<file path="config.mk">
export PLATFORM = sky130hd
export DESIGN_NAME = chip_select_unit
export DESIGN_NICKNAME = d
export VERILOG_FILES = /design/src/rtl/cs_pkg.sv /design/src/rtl/cs_regfile.sv /design/src/rtl/cs_window_match.sv /design/src/rtl/cs_io_match.sv /design/src/rtl/cs_arbiter.sv /design/src/rtl/chip_select_unit.sv
export SDC_FILE = /design/constraint.sdc
export NUM_CORES = 1
export LEC_CHECK = 0
export BUFFER_PORTS_ARGS = -buffer_cell sky130_fd_sc_hd__buf_2
export CORE_MARGIN = 10
export CORE_UTILIZATION = 60
export CTS_CLUSTER_SIZE = 25
export DETAILED_ROUTE_END_ITERATION = 12
export GPL_TIMING_DRIVEN = 0
export PLACE_DENSITY = 0.93
export SLEW_MARGIN = 20
export SYNTH_ARGS = -nofsm -noshare
export SYNTH_HDL_FRONTEND = slang
export SYNTH_SLANG_ARGS = --single-unit
export TNS_END_PERCENT = 30
</file>
<file path="constraint.sdc">
create_clock -name clk -period 4.1 [get_ports clk]
set_input_delay 0.205 -clock clk [delete_from_list [all_inputs] [get_ports clk]]
set_output_delay 0.205 -clock clk [all_outputs]
set_load 0.02 [all_outputs]
</file>
<file path="src/rtl/cs_pkg.sv">
// Shared widths, register indices, configuration record and select codes
// for the chip-select generator. Assumes a 16-bit bus and byte-wide writes.
package cs_pkg;
    localparam int ADDR_W    = 16;
    localparam int DATA_W    = 8;
    localparam int BASE_W    = 8;   // window base is the upper address byte
    localparam int SIZE_W    = 3;   // block = 256 << code
    localparam int NIB_W     = 4;
    localparam int STR_W     = 2;
    localparam int IDX_W     = 3;
    localparam int WIN_CNT   = 2;   // programmable windows: general, program

    localparam logic [IDX_W-1:0] IDX_CTRL    = 3'd0;
    localparam logic [IDX_W-1:0] IDX_PBASE   = 3'd1;
    localparam logic [IDX_W-1:0] IDX_PSIZE   = 3'd2;
    localparam logic [IDX_W-1:0] IDX_GBASE   = 3'd3;
    localparam logic [IDX_W-1:0] IDX_GSIZE   = 3'd4;
    localparam logic [IDX_W-1:0] IDX_TIMING  = 3'd5;
    localparam logic [IDX_W-1:0] IDX_STRETCH = 3'd6;
    localparam logic [IDX_W-1:0] IDX_INIT    = 3'd7;

    typedef struct packed {
        logic              prog_first;
        logic              gen_en;
        logic              prog_en;
        logic              io_pol;
        logic              io2_en;
        logic              io1_en;
        logic [BASE_W-1:0] prog_base;
        logic [SIZE_W-1:0] prog_size;
        logic [BASE_W-1:0] gen_base;
        logic [SIZE_W-1:0] gen_size;
        logic              gen_eq;
        logic              io2_eq;
        logic              io1_eq;
        logic [STR_W-1:0]  st_io2;
        logic [STR_W-1:0]  st_io1;
        logic [STR_W-1:0]  st_gen;
        logic [STR_W-1:0]  st_prog;
        logic [NIB_W-1:0]  reg_nib;
    } cs_cfg_t;

    typedef enum logic [2:0] {
        SEL_NONE = 3'd0,
        SEL_PROG = 3'd1,
        SEL_GEN  = 3'd2,
        SEL_IO1  = 3'd3,
        SEL_IO2  = 3'd4
    } cs_sel_e;
endpackage

</file>
<file path="src/rtl/cs_regfile.sv">
// Configuration store. Each indexed byte write updates only the fields
// that belong to that index; all fields clear on synchronous reset.
// Assumes writes are single-cycle strobes; there is no read-back path.
module cs_regfile
    import cs_pkg::*;
(
    input  logic              clk,
    input  logic              rst_n,
    input  logic              wr_en,
    input  logic [IDX_W-1:0]  wr_idx,
    input  logic [DATA_W-1:0] wr_data,
    output cs_cfg_t           cfg
);
    // Field update on an indexed write, full clear on reset.
    always_ff @(posedge clk) begin
        if (!rst_n) begin
            cfg <= '0;
        end else if (wr_en) begin
            case (wr_idx)
                IDX_CTRL:    {cfg.prog_first, cfg.gen_en, cfg.prog_en,
                              cfg.io_pol, cfg.io2_en, cfg.io1_en} <= wr_data[5:0];
                IDX_PBASE:   cfg.prog_base <= wr_data[BASE_W-1:0];
                IDX_PSIZE:   cfg.prog_size <= wr_data[SIZE_W-1:0];
                IDX_GBASE:   cfg.gen_base  <= wr_data[BASE_W-1:0];
                IDX_GSIZE:   cfg.gen_size  <= wr_data[SIZE_W-1:0];
                IDX_TIMING:  {cfg.gen_eq, cfg.io2_eq, cfg.io1_eq} <= wr_data[2:0];
                IDX_STRETCH: {cfg.st_io2, cfg.st_io1, cfg.st_gen, cfg.st_prog} <= wr_data;
                IDX_INIT:    cfg.reg_nib <= wr_data[NIB_W-1:0];
                default:     ;
            endcase
        end
    end
endmodule

</file>
<file path="src/rtl/cs_window_match.sv">
// Power-of-two window compare: the page (upper address byte) matches when
// all bits above the size code agree with the base. Assumes code <= BASE_W-1.
module cs_window_match #(
    parameter int BASE_W = 8,
    parameter int SIZE_W = 3
) (
    input  logic [BASE_W-1:0] page,
    input  logic [BASE_W-1:0] base,
    input  logic [SIZE_W-1:0] size,
    input  logic              en,
    output logic              hit
);
    logic [BASE_W-1:0] keep_mask;

    // Masked compare of the page bits that lie above the block size.
    always_comb begin
        keep_mask = {BASE_W{1'b1}} << size;
        hit       = en && ((page & keep_mask) == (base & keep_mask));
    end
endmodule

</file>
<file path="src/rtl/cs_io_match.sv">
// Fixed I/O windows inside the relocatable register block: the top nibble
// selects the block, the low offset picks I/O 1 or I/O 2. Offsets below
// IO1_START belong to the on-chip registers and hit neither.
module cs_io_match #(
    parameter int ADDR_W = 16,
    parameter int NIB_W  = 4,
    parameter logic [ADDR_W-NIB_W-1:0] IO1_START = 'h060,
    parameter logic [ADDR_W-NIB_W-1:0] IO2_START = 'h800
) (
    input  logic [ADDR_W-1:0] addr,
    input  logic [NIB_W-1:0]  nib,
    input  logic              io1_en,
    input  logic              io2_en,
    output logic              io1_hit,
    output logic              io2_hit
);
    localparam int OFF_W = ADDR_W - NIB_W;

    logic             in_block;
    logic [OFF_W-1:0] offset;

    // Block and offset range decode.
    always_comb begin
        in_block = addr[ADDR_W-1 -: NIB_W] == nib;
        offset   = addr[OFF_W-1:0];
        io1_hit  = io1_en && in_block && (offset >= IO1_START) && (offset < IO2_START);
        io2_hit  = io2_en && in_block && (offset >= IO2_START);
    end
endmodule

</file>
<file path="src/rtl/cs_arbiter.sv">
// Picks one winner from the hits, applies address-valid / E-valid
// qualification, and registers the pins and the stretch request.
// Assumes io1_hit and io2_hit are never both set.
module cs_arbiter
    import cs_pkg::*;
(
    input  logic             clk,
    input  logic             rst_n,
    input  logic             expanded_mode,
    input  logic             addr_valid,
    input  logic             e_valid,
    input  logic             prog_hit,
    input  logic             gen_hit,
    input  logic             io1_hit,
    input  logic             io2_hit,
    input  logic             prog_first,
    input  logic             io_pol,
    input  logic             gen_eq,
    input  logic             io1_eq,
    input  logic             io2_eq,
    input  logic [STR_W-1:0] st_prog,
    input  logic [STR_W-1:0] st_gen,
    input  logic [STR_W-1:0] st_io1,
    input  logic [STR_W-1:0] st_io2,
    output logic             prog_cs_n,
    output logic             gen_cs,
    output logic             io1_cs,
    output logic             io2_cs,
    output logic [STR_W-1:0] stretch_count
);
    cs_sel_e          winner;
    cs_sel_e          drive_sel;
    logic             need_e;
    logic [STR_W-1:0] win_stretch;

    // Fixed priority: I/O windows, then the swappable general/program pair.
    always_comb begin
        winner = SEL_NONE;
        if (expanded_mode && addr_valid) begin
            if (io1_hit)                   winner = SEL_IO1;
            else if (io2_hit)              winner = SEL_IO2;
            else if (gen_hit && prog_hit)  winner = prog_first ? SEL_PROG : SEL_GEN;
            else if (gen_hit)              winner = SEL_GEN;
            else if (prog_hit)             winner = SEL_PROG;
        end
    end

    // Qualification and stretch lookup for the winner.
    always_comb begin
        case (winner)
            SEL_IO1:  begin need_e = io1_eq; win_stretch = st_io1;  end
            SEL_IO2:  begin need_e = io2_eq; win_stretch = st_io2;  end
            SEL_GEN:  begin need_e = gen_eq; win_stretch = st_gen;  end
            SEL_PROG: begin need_e = 1'b0;   win_stretch = st_prog; end
            default:  begin need_e = 1'b0;   win_stretch = '0;      end
        endcase
        drive_sel = (need_e && !e_valid) ? SEL_NONE : winner;
    end

    // Pin registers, synchronous with the E-aligned clock.
    always_ff @(posedge clk) begin
        if (!rst_n) begin
            prog_cs_n     <= 1'b1;
            gen_cs        <= 1'b0;
            io1_cs        <= 1'b1;
            io2_cs        <= 1'b1;
            stretch_count <= '0;
        end else begin
            prog_cs_n     <= drive_sel != SEL_PROG;
            gen_cs        <= drive_sel == SEL_GEN;
            io1_cs        <= (drive_sel == SEL_IO1) ? io_pol : !io_pol;
            io2_cs        <= (drive_sel == SEL_IO2) ? io_pol : !io_pol;
            stretch_count <= win_stretch;
        end
    end
endmodule

</file>
<file path="src/rtl/chip_select_unit.sv">
// Top of the chip-select generator: configuration store, two programmable
// windows (built by a generate loop), the fixed I/O decode and the arbiter.
// Assumes clk is aligned to the external E clock and inputs are synchronous.
module chip_select_unit
    import cs_pkg::*;
#(
    parameter logic [ADDR_W-NIB_W-1:0] IO1_START = 'h060,
    parameter logic [ADDR_W-NIB_W-1:0] IO2_START = 'h800
) (
    input  logic              clk,
    input  logic              rst_n,
    input  logic              expanded_mode,
    input  logic [ADDR_W-1:0] addr,
    input  logic              addr_valid,
    input  logic              e_valid,
    input  logic              cfg_wr,
    input  logic [IDX_W-1:0]  cfg_idx,
    input  logic [DATA_W-1:0] cfg_data,
    output logic              prog_cs_n,
    output logic              gen_cs,
    output logic              io1_cs,
    output logic              io2_cs,
    output logic [STR_W-1:0]  stretch_count
);
    localparam int WIN_GEN  = 0;
    localparam int WIN_PROG = 1;

    cs_cfg_t           cfg;
    logic [BASE_W-1:0] win_base [WIN_CNT];
    logic [SIZE_W-1:0] win_size [WIN_CNT];
    logic              win_en   [WIN_CNT];
    logic              win_hit  [WIN_CNT];
    logic              io1_hit;
    logic              io2_hit;

    cs_regfile u_regs (
        .clk     (clk),
        .rst_n   (rst_n),
        .wr_en   (cfg_wr),
        .wr_idx  (cfg_idx),
        .wr_data (cfg_data),
        .cfg     (cfg)
    );

    // Route each window's configuration into the per-window arrays.
    always_comb begin
        win_base[WIN_GEN]  = cfg.gen_base;
        win_size[WIN_GEN]  = cfg.gen_size;
        win_en[WIN_GEN]    = cfg.gen_en;
        win_base[WIN_PROG] = cfg.prog_base;
        win_size[WIN_PROG] = cfg.prog_size;
        win_en[WIN_PROG]   = cfg.prog_en;
    end

    for (genvar w = 0; w < WIN_CNT; w++) begin : g_win
        cs_window_match #(
            .BASE_W (BASE_W),
            .SIZE_W (SIZE_W)
        ) u_match (
            .page (addr[ADDR_W-1 -: BASE_W]),
            .base (win_base[w]),
            .size (win_size[w]),
            .en   (win_en[w]),
            .hit  (win_hit[w])
        );
    end

    cs_io_match #(
        .ADDR_W    (ADDR_W),
        .NIB_W     (NIB_W),
        .IO1_START (IO1_START),
        .IO2_START (IO2_START)
    ) u_io (
        .addr    (addr),
        .nib     (cfg.reg_nib),
        .io1_en  (cfg.io1_en),
        .io2_en  (cfg.io2_en),
        .io1_hit (io1_hit),
        .io2_hit (io2_hit)
    );

    cs_arbiter u_arb (
        .clk           (clk),
        .rst_n         (rst_n),
        .expanded_mode (expanded_mode),
        .addr_valid    (addr_valid),
        .e_valid       (e_valid),
        .prog_hit      (win_hit[WIN_PROG]),
        .gen_hit       (win_hit[WIN_GEN]),
        .io1_hit       (io1_hit),
        .io2_hit       (io2_hit),
        .prog_first    (cfg.prog_first),
        .io_pol        (cfg.io_pol),
        .gen_eq        (cfg.gen_eq),
        .io1_eq        (cfg.io1_eq),
        .io2_eq        (cfg.io2_eq),
        .st_prog       (cfg.st_prog),
        .st_gen        (cfg.st_gen),
        .st_io1        (cfg.st_io1),
        .st_io2        (cfg.st_io2),
        .prog_cs_n     (prog_cs_n),
        .gen_cs        (gen_cs),
        .io1_cs        (io1_cs),
        .io2_cs        (io2_cs),
        .stretch_count (stretch_count)
    );
endmodule

</file>
== After elaboration in Yosys (flattened, before gate mapping) ==
Cells that the tools add are included.

* Flip-flop bits (word level): 49
* Input bits: 33
* Output and inout port bits: 6
* Word-level logic and storage cells: 83

* $lt $le $gt $ge: 3
* Equal/unequal tests: 18
* Shifts and indexed selects: 2
* Muxes and demuxes: 12
* Bitwise gates (word level): 4
* Reductions and logical operators: 21

{| class="wikitable"
|+ Operator list
! operator !! count
|-
| $and 8x8->8 || 4
|-
| $eq 3x2->1 const B || 6
|-
| $eq 3x3->1 const B || 6
|-
| $mux 3 || 6
|-
| $eq 8x8->1 || 2
|-
| $reduce_and 2->1 || 8
|-
| $shl 8x3->8 const A || 2
|-
| $ge 12x12->1 const B || 1
|-
| $ge 12x7->1 const B || 1
|-
| $lt 12x12->1 const B || 1
|-
| $logic_and 1x1->1 || 10
|-
| $pmux 2 s4 || 1
|-
| $eq 3x1->1 const B || 2
|-
| $eq 4x4->1 || 1
|-
| $logic_not 3->1 || 1
|-
| $mux 1 || 3
|-
| $ne 3x1->1 const B || 1
|-
| $pmux 1 s3 || 1
|-
| $logic_not 1->1 || 2
|-
| $mux 2 || 1
|}

== Logic depth before layout (Yosys ltp) ==
* Depth after elaboration: 16
* Depth in mapped cells: 8
* Gate-level depth less buffers: 6

== Cells and area by module ==
Synthesis repeated with hierarchy kept, for this count alone.

* Cells, all modules: 247
* Area total of the unflattened synthesis: 2,379.8 um^2

{| class="wikitable"
|+ By module, submodules not included
! module !! instances !! cells an instance !! area each (um^2) !! seq. area each (um^2)
|-
| cs_regfile || 1 || 155 || 1,604.0 || 860.8
|-
| cs_arbiter || 1 || 47 || 420.4 || 120.1
|-
| cs_window_match || 2 || 18 || 138.9 || 0.0
|-
| cs_io_match || 1 || 9 || 77.6 || 0.0
|}

== Least setup slack after synthesis ==
No wires, ideal clock.

* Kind: flip-flop to flip-flop
* From: register u_regs.cfg[20] (netlist name)
* To: register u_arb.stretch_count[0]
* Library setup time: 0.074 ns
* Arrival time: 1.585 ns
* Required time: 4.026 ns
* Slack: 2.441 ns
* Stages on the path, launching flop included: 8
* Buffers on the path: 1
* Period minus slack after synthesis: 1.659 ns
* Path through: dfxtp_1 xnor2_1 o21ai_0 a211o_1 or2_0 clkbuf_1 a2111o_1 a31oi_1

* Cells in the longest elaborated chain, start to end: 10
* Elaborated cells between the ends (all ways): 14
* Those cells by class: eq/ne (5); mux (6); bitwise (1); reduce/logical (2)

{| class="wikitable"
|+ Ends and longest elaborated chain
! what !! line !! text
|-
| $and 8x8->8 * || cs_window_match.sv:18 || <nowiki>hit = en && ((page & keep_mask) == (base & keep_mask));</nowiki>
|-
| $eq 8x8->1 * || cs_window_match.sv:18 ||
|-
| $logic_and 1x1->1 * || cs_window_match.sv:18 ||
|-
| $mux 3 / $logic_and 1x1->1 (equally long branches) || cs_arbiter.sv:43, cs_arbiter.sv:42 ||
|-
| $mux 3 * || cs_arbiter.sv:42 || <nowiki>else if (gen_hit && prog_hit) winner = prog_first ? SEL_PROG : SEL_GEN;</nowiki>
|-
| $mux 3 * || cs_arbiter.sv:41 || <nowiki>else if (io2_hit) winner = SEL_IO2;</nowiki>
|-
| $mux 3 * || cs_arbiter.sv:40 || <nowiki>if (io1_hit) winner = SEL_IO1;</nowiki>
|-
| $mux 3 * || cs_arbiter.sv:39 || <nowiki>if (expanded_mode && addr_valid) begin</nowiki>
|-
| $eq 3x1->1 (tied with other cells) || cs_arbiter.sv:50 || <nowiki>case (winner)</nowiki>
|-
| $pmux 2 s4 * || cs_arbiter.sv:50 ||
|-
| end signal, assigned || cs_arbiter.sv:73 || <nowiki>stretch_count <= win_stretch;</nowiki>
|-
| end, declared || cs_arbiter.sv:29 || <nowiki>output logic [STR_W-1:0] stretch_count</nowiki>
|}

Mark *: on every way between the ends. The rest lies on a longest branch, timed or not.
A chain may end at the register's enable or synchronous reset.

== Final worst setup path ==
* From: register u_regs.cfg[20] (netlist name)
* To: register u_arb.gen_cs

* Cells in the longest elaborated chain, start to end: 13
* Elaborated cells between the ends (all ways): 16
* Those cells by class: eq/ne (5); mux (7); bitwise (1); reduce/logical (3)

{| class="wikitable"
|+ Ends and longest elaborated chain
! what !! line !! text
|-
| $and 8x8->8 * || cs_window_match.sv:18 ||
|-
| $eq 8x8->1 * || cs_window_match.sv:18 ||
|-
| $logic_and 1x1->1 * || cs_window_match.sv:18 ||
|-
| $mux 3 / $logic_and 1x1->1 (equally long branches) || cs_arbiter.sv:43, cs_arbiter.sv:42 ||
|-
| $mux 3 * || cs_arbiter.sv:42 ||
|-
| $mux 3 * || cs_arbiter.sv:41 ||
|-
| $mux 3 * || cs_arbiter.sv:40 ||
|-
| $mux 3 * || cs_arbiter.sv:39 ||
|-
| $eq 3x2->1 / $eq 3x3->1 (equally long branches) || cs_arbiter.sv:50 ||
|-
| $pmux 1 s3 || cs_arbiter.sv:50 ||
|-
| $logic_and 1x1->1 || cs_arbiter.sv:57 || <nowiki>drive_sel = (need_e && !e_valid) ? SEL_NONE : winner;</nowiki>
|-
| $mux 3 * || cs_arbiter.sv:57 ||
|-
| $eq 3x2->1 * || cs_arbiter.sv:70 || <nowiki>gen_cs <= drive_sel == SEL_GEN;</nowiki>
|-
| end signal, assigned || cs_arbiter.sv:64 || <nowiki>gen_cs <= 1'b0;</nowiki>
|-
| end signal, assigned || cs_arbiter.sv:70 ||
|-
| end, declared || cs_arbiter.sv:26 || <nowiki>output logic gen_cs,</nowiki>
|}

Marks and branches as above.

==> impl_metrics.csv <==
group,metric,value,unit
run_status,outcome,"completed",
grt,antenna_found_initial,0,
clock_network,path_clk_slew,0.09,ns
grt,grt_first_pass_wirelength,9791,um
die,io-pin-count,39,
min_path,hp-class,"input port to register",
timing,tns,0,ns
yosys,syn_inst,270,
timing,tightestPinTransition,0.9448,ns
critical_path,path_class,"register to register",
clock_network,cts_root_buffer,"sky130_fd_sc_hd__clkbuf_8",
yosys,yosys_register_bits,49,
grt,grt_pass1_vias,2008,
timing,clock.fmax,0.5164,GHz
die,core-area,3716,um^2
route,drtPass1Iterations,4,
route,route.layer.met1.wl,2426,um
power_and_ir_drop,switching_power,0.2218,mW
die,standard_cell_rows,22,
timing,layout_min_cycle_time,1.936,ns
clock_network,post-cts-setup-buffer-count,0,
critical_path,crit_end_category,"register",
cells_and_area,post-route-cell-area,2633,um^2
yosys,post_synth_most_frequent_cells,"sky130_fd_sc_hd__nand2_1 (64), sky130_fd_sc_hd__dfxtp_1 (49), sky130_fd_sc_hd__a21boi_0 (24)",
grt,largest_net_degree_at_the_start_of_global_routing,16,
power_and_ir_drop,sequential_share_of_power,57.1,%
die,die_x,82.67,um
clock_network,cts-hold-fix-buffers,0,
cells_and_area,synth_to_final_area_change,11.74,%
cells_and_area,num-nets-final,336,
placement,placement.io_buffers,26,
yosys,netlist-cell-type-count,39,
power_and_ir_drop,internal_power,0.6404,mW
cells_and_area,insertedDiodeCount,0,
timing,maxSlewViolCount,0,
power_and_ir_drop,pwr-share-clk,32.5,%
yosys,postSynth.asyncResetShare,0,%
critical_path,cp.arrival,2.20,ns
critical_path,setup.worst_path.start_class,"register",
route,avgRoutedWirePerCell,17.05,um
yosys,synth_sequential_area_ratio,41.64,%
placement,dp_hpwl,4373,um
route,dr.max_layer_used,"met4",
yosys,synth.largest_area_cell,"sky130_fd_sc_hd__dfxtp_1",
critical_path,path_max_fanout,6,
route,route.met2.wl,2866,um
clock_network,ctsHtreeMaxLevel,2,
yosys,synth_nets,303,
die,dieHeight,82.67,um
timing,worst_clock_skew,0.01213,ns
yosys,yosys_warnings,0,
critical_path,required,4.36,ns
clock_network,ctsLongestPathBuffers,2,
power_and_ir_drop,total_leakage_power,0.9025,nW
route,detail_route.wirelength,6003,um
timing,setup_viol,0,
timing,slew-limit-headroom,36.53,%
route,drt_iter0_markers,255,
route,routed_via_density,5.804,
yosys,synthesis.area,2356,um^2
power_and_ir_drop,vdd.ir_drop.worst,0.0001953,V
timing,fin_worst_hold_slack,0.1706,ns
clock_network,worstSkewPairLatency,0.31,ns
timing,rsz0062_at_grt,"false",
yosys,yosys.area.top_type_share,41.64,%
cells_and_area,post_layout_nonfiller_instances,352,
yosys,post-synth-top-count-cell,"sky130_fd_sc_hd__nand2_1",
grt,grt-ovfl-total,0,
timing,timing_hold_violations_final,0,
route,drc,0,
yosys,synth_edf_count,0,
power_and_ir_drop,switching_share,25.72,%
yosys,yosys-top-cells-area,"sky130_fd_sc_hd__dfxtp_1 (42%), sky130_fd_sc_hd__nand2_1 (10%), sky130_fd_sc_hd__mux2i_1 (8.1%), sky130_fd_sc_hd__a21boi_0 (7.6%), sky130_fd_sc_hd__xnor2_1 (5.9%)",
power_and_ir_drop,power_density,327.5,nW/um^2
yosys,synth.avg_cell_area,8.726,um^2
timing,period_share,47.23,%
power_and_ir_drop,combinationalPowerShare,10.4,%
route,detailroute.via_count,2043,
placement,numPlacedInstances,344,
placement,gpl.final_weighted_congestion,0.9179,
route,detail-route-antenna-nets,0,
grt,overall_global_routing_usage,18.57,%
clock_network,numCtsBuffers,5,
die,start_util,63.40,%
clock_network,tritoncts_clock_tree,"yes",
placement,placement.cell_area,2546,um^2
clock_network,tritoncts_num_sinks,49,
cells_and_area,drive_above_1_share,12.83,%
clock_network,post_cts_resized,0,
die,die_area,6834,um^2
job,cap_violations,0,
yosys,synthFlopType,"sky130_fd_sc_hd__dfxtp_1",
route,routed_wl_met3,599,um
[final timing paths]
path	from	end	slack (ns)	depth (start not counted)
worst max-delay path	u_regs.cfg[20]	u_arb.gen_cs	2.16	7
worst min-delay path	e_valid	u_arb.gen_cs	0.17	2
worst max register to register	u_regs.cfg[20]	u_arb.gen_cs	2.16	7
worst min register to register	u_regs.cfg[11]	u_regs.cfg[11]	0.47	2
[power groups by stage]
stage                     sequential, mW  clock [mW]  combinational [mW]
after floorplan                    0.501           0              0.0552
after global placement             0.502           0              0.0846
after detailed placement           0.503           0              0.0880
after CTS                          0.492       0.283              0.0888
after global routing               0.493       0.311              0.0981
final                              0.492       0.280              0.0901
[per-stage QoR]
stage               util [%]  power (mW)  setup slack (ns)
floorplan                  -      0.5566             2.441
global placement       68.52      0.5870             2.227
detailed placement     68.52      0.5910             2.177
CTS                    70.84      0.8637             2.186
global route           70.84      0.9020             1.949
finish                 70.84      0.8622             2.164
[cells by family (layout without fill, tap and decap cells)]
group,count (synthesis),after routing,share of synthesized area (%)
muxes,19,19,8.072
and+or+nand+nor,109,109,21.46
AOI/OAI and AO/OA,53,53,17.63
DFF,49,49,41.64
buffers and inverters,18,52,3.027
xor gates and xnor gates,22,22,8.178
[area by class of cell]
type	instances	area, um^2
clock inverters	3	17.52
multi-input cells	203	1304
inverters	3	11.26
fillers	271	1084
repair buffers	26	130.1
well taps	48	60.06
clock buffers	5	68.82
flip-flops and latches	49	980.9
plain buffers	15	60.06
[layer usage]
metal	GRT usage (%)	up-vias
met5	0	-
met4	7.358	0
met2	29.94	88
met1	23.05	950
li1	-	993
met3	4.860	12
[sequential cells by signal, summed over array words and instances (netlist names)]
| name | flops |
|---|---|
| u_arb.gen_cs | 1 |
| u_arb.io2_cs | 1 |
| u_arb.prog_cs_n | 1 |
| u_arb.io1_cs | 1 |
| u_regs.cfg | 43 |
| u_arb.stretch_count | 2 |
[layout by cell type, fill, tap and decap left out, drive strengths merged, types with 2 or more instances in the layout]
cell     instances
nand2           64
dfxtp           49
buf             27
a21boi          24
mux2i           19
nor2b           19
clkbuf          19
xnor2           16
nor2             8
xor2             6
a31oi            4
o2111ai          4
o21ai            3
nand4            3
inv              3
or2              3
nand2b           2
or3              2
a211oi           2
a211o            2
nand3            2
a21oi            2
a2111o           2
a32o             2
clkinv           2
nor3             2
a2111oi          2
o311ai           2
[critical path, cell delays in order (launching register included)]
cell                        delay (ns)
sky130_fd_sc_hd__dfxtp_1          0.34
sky130_fd_sc_hd__xnor2_1          0.21
sky130_fd_sc_hd__o21ai_0          0.11
sky130_fd_sc_hd__a211o_1          0.29
sky130_fd_sc_hd__or2_0            0.24
sky130_fd_sc_hd__clkbuf_1         0.16
sky130_fd_sc_hd__a2111oi_1        0.33
sky130_fd_sc_hd__o211a_1          0.20
Note: power is estimated with default switching activity, not from simulation.
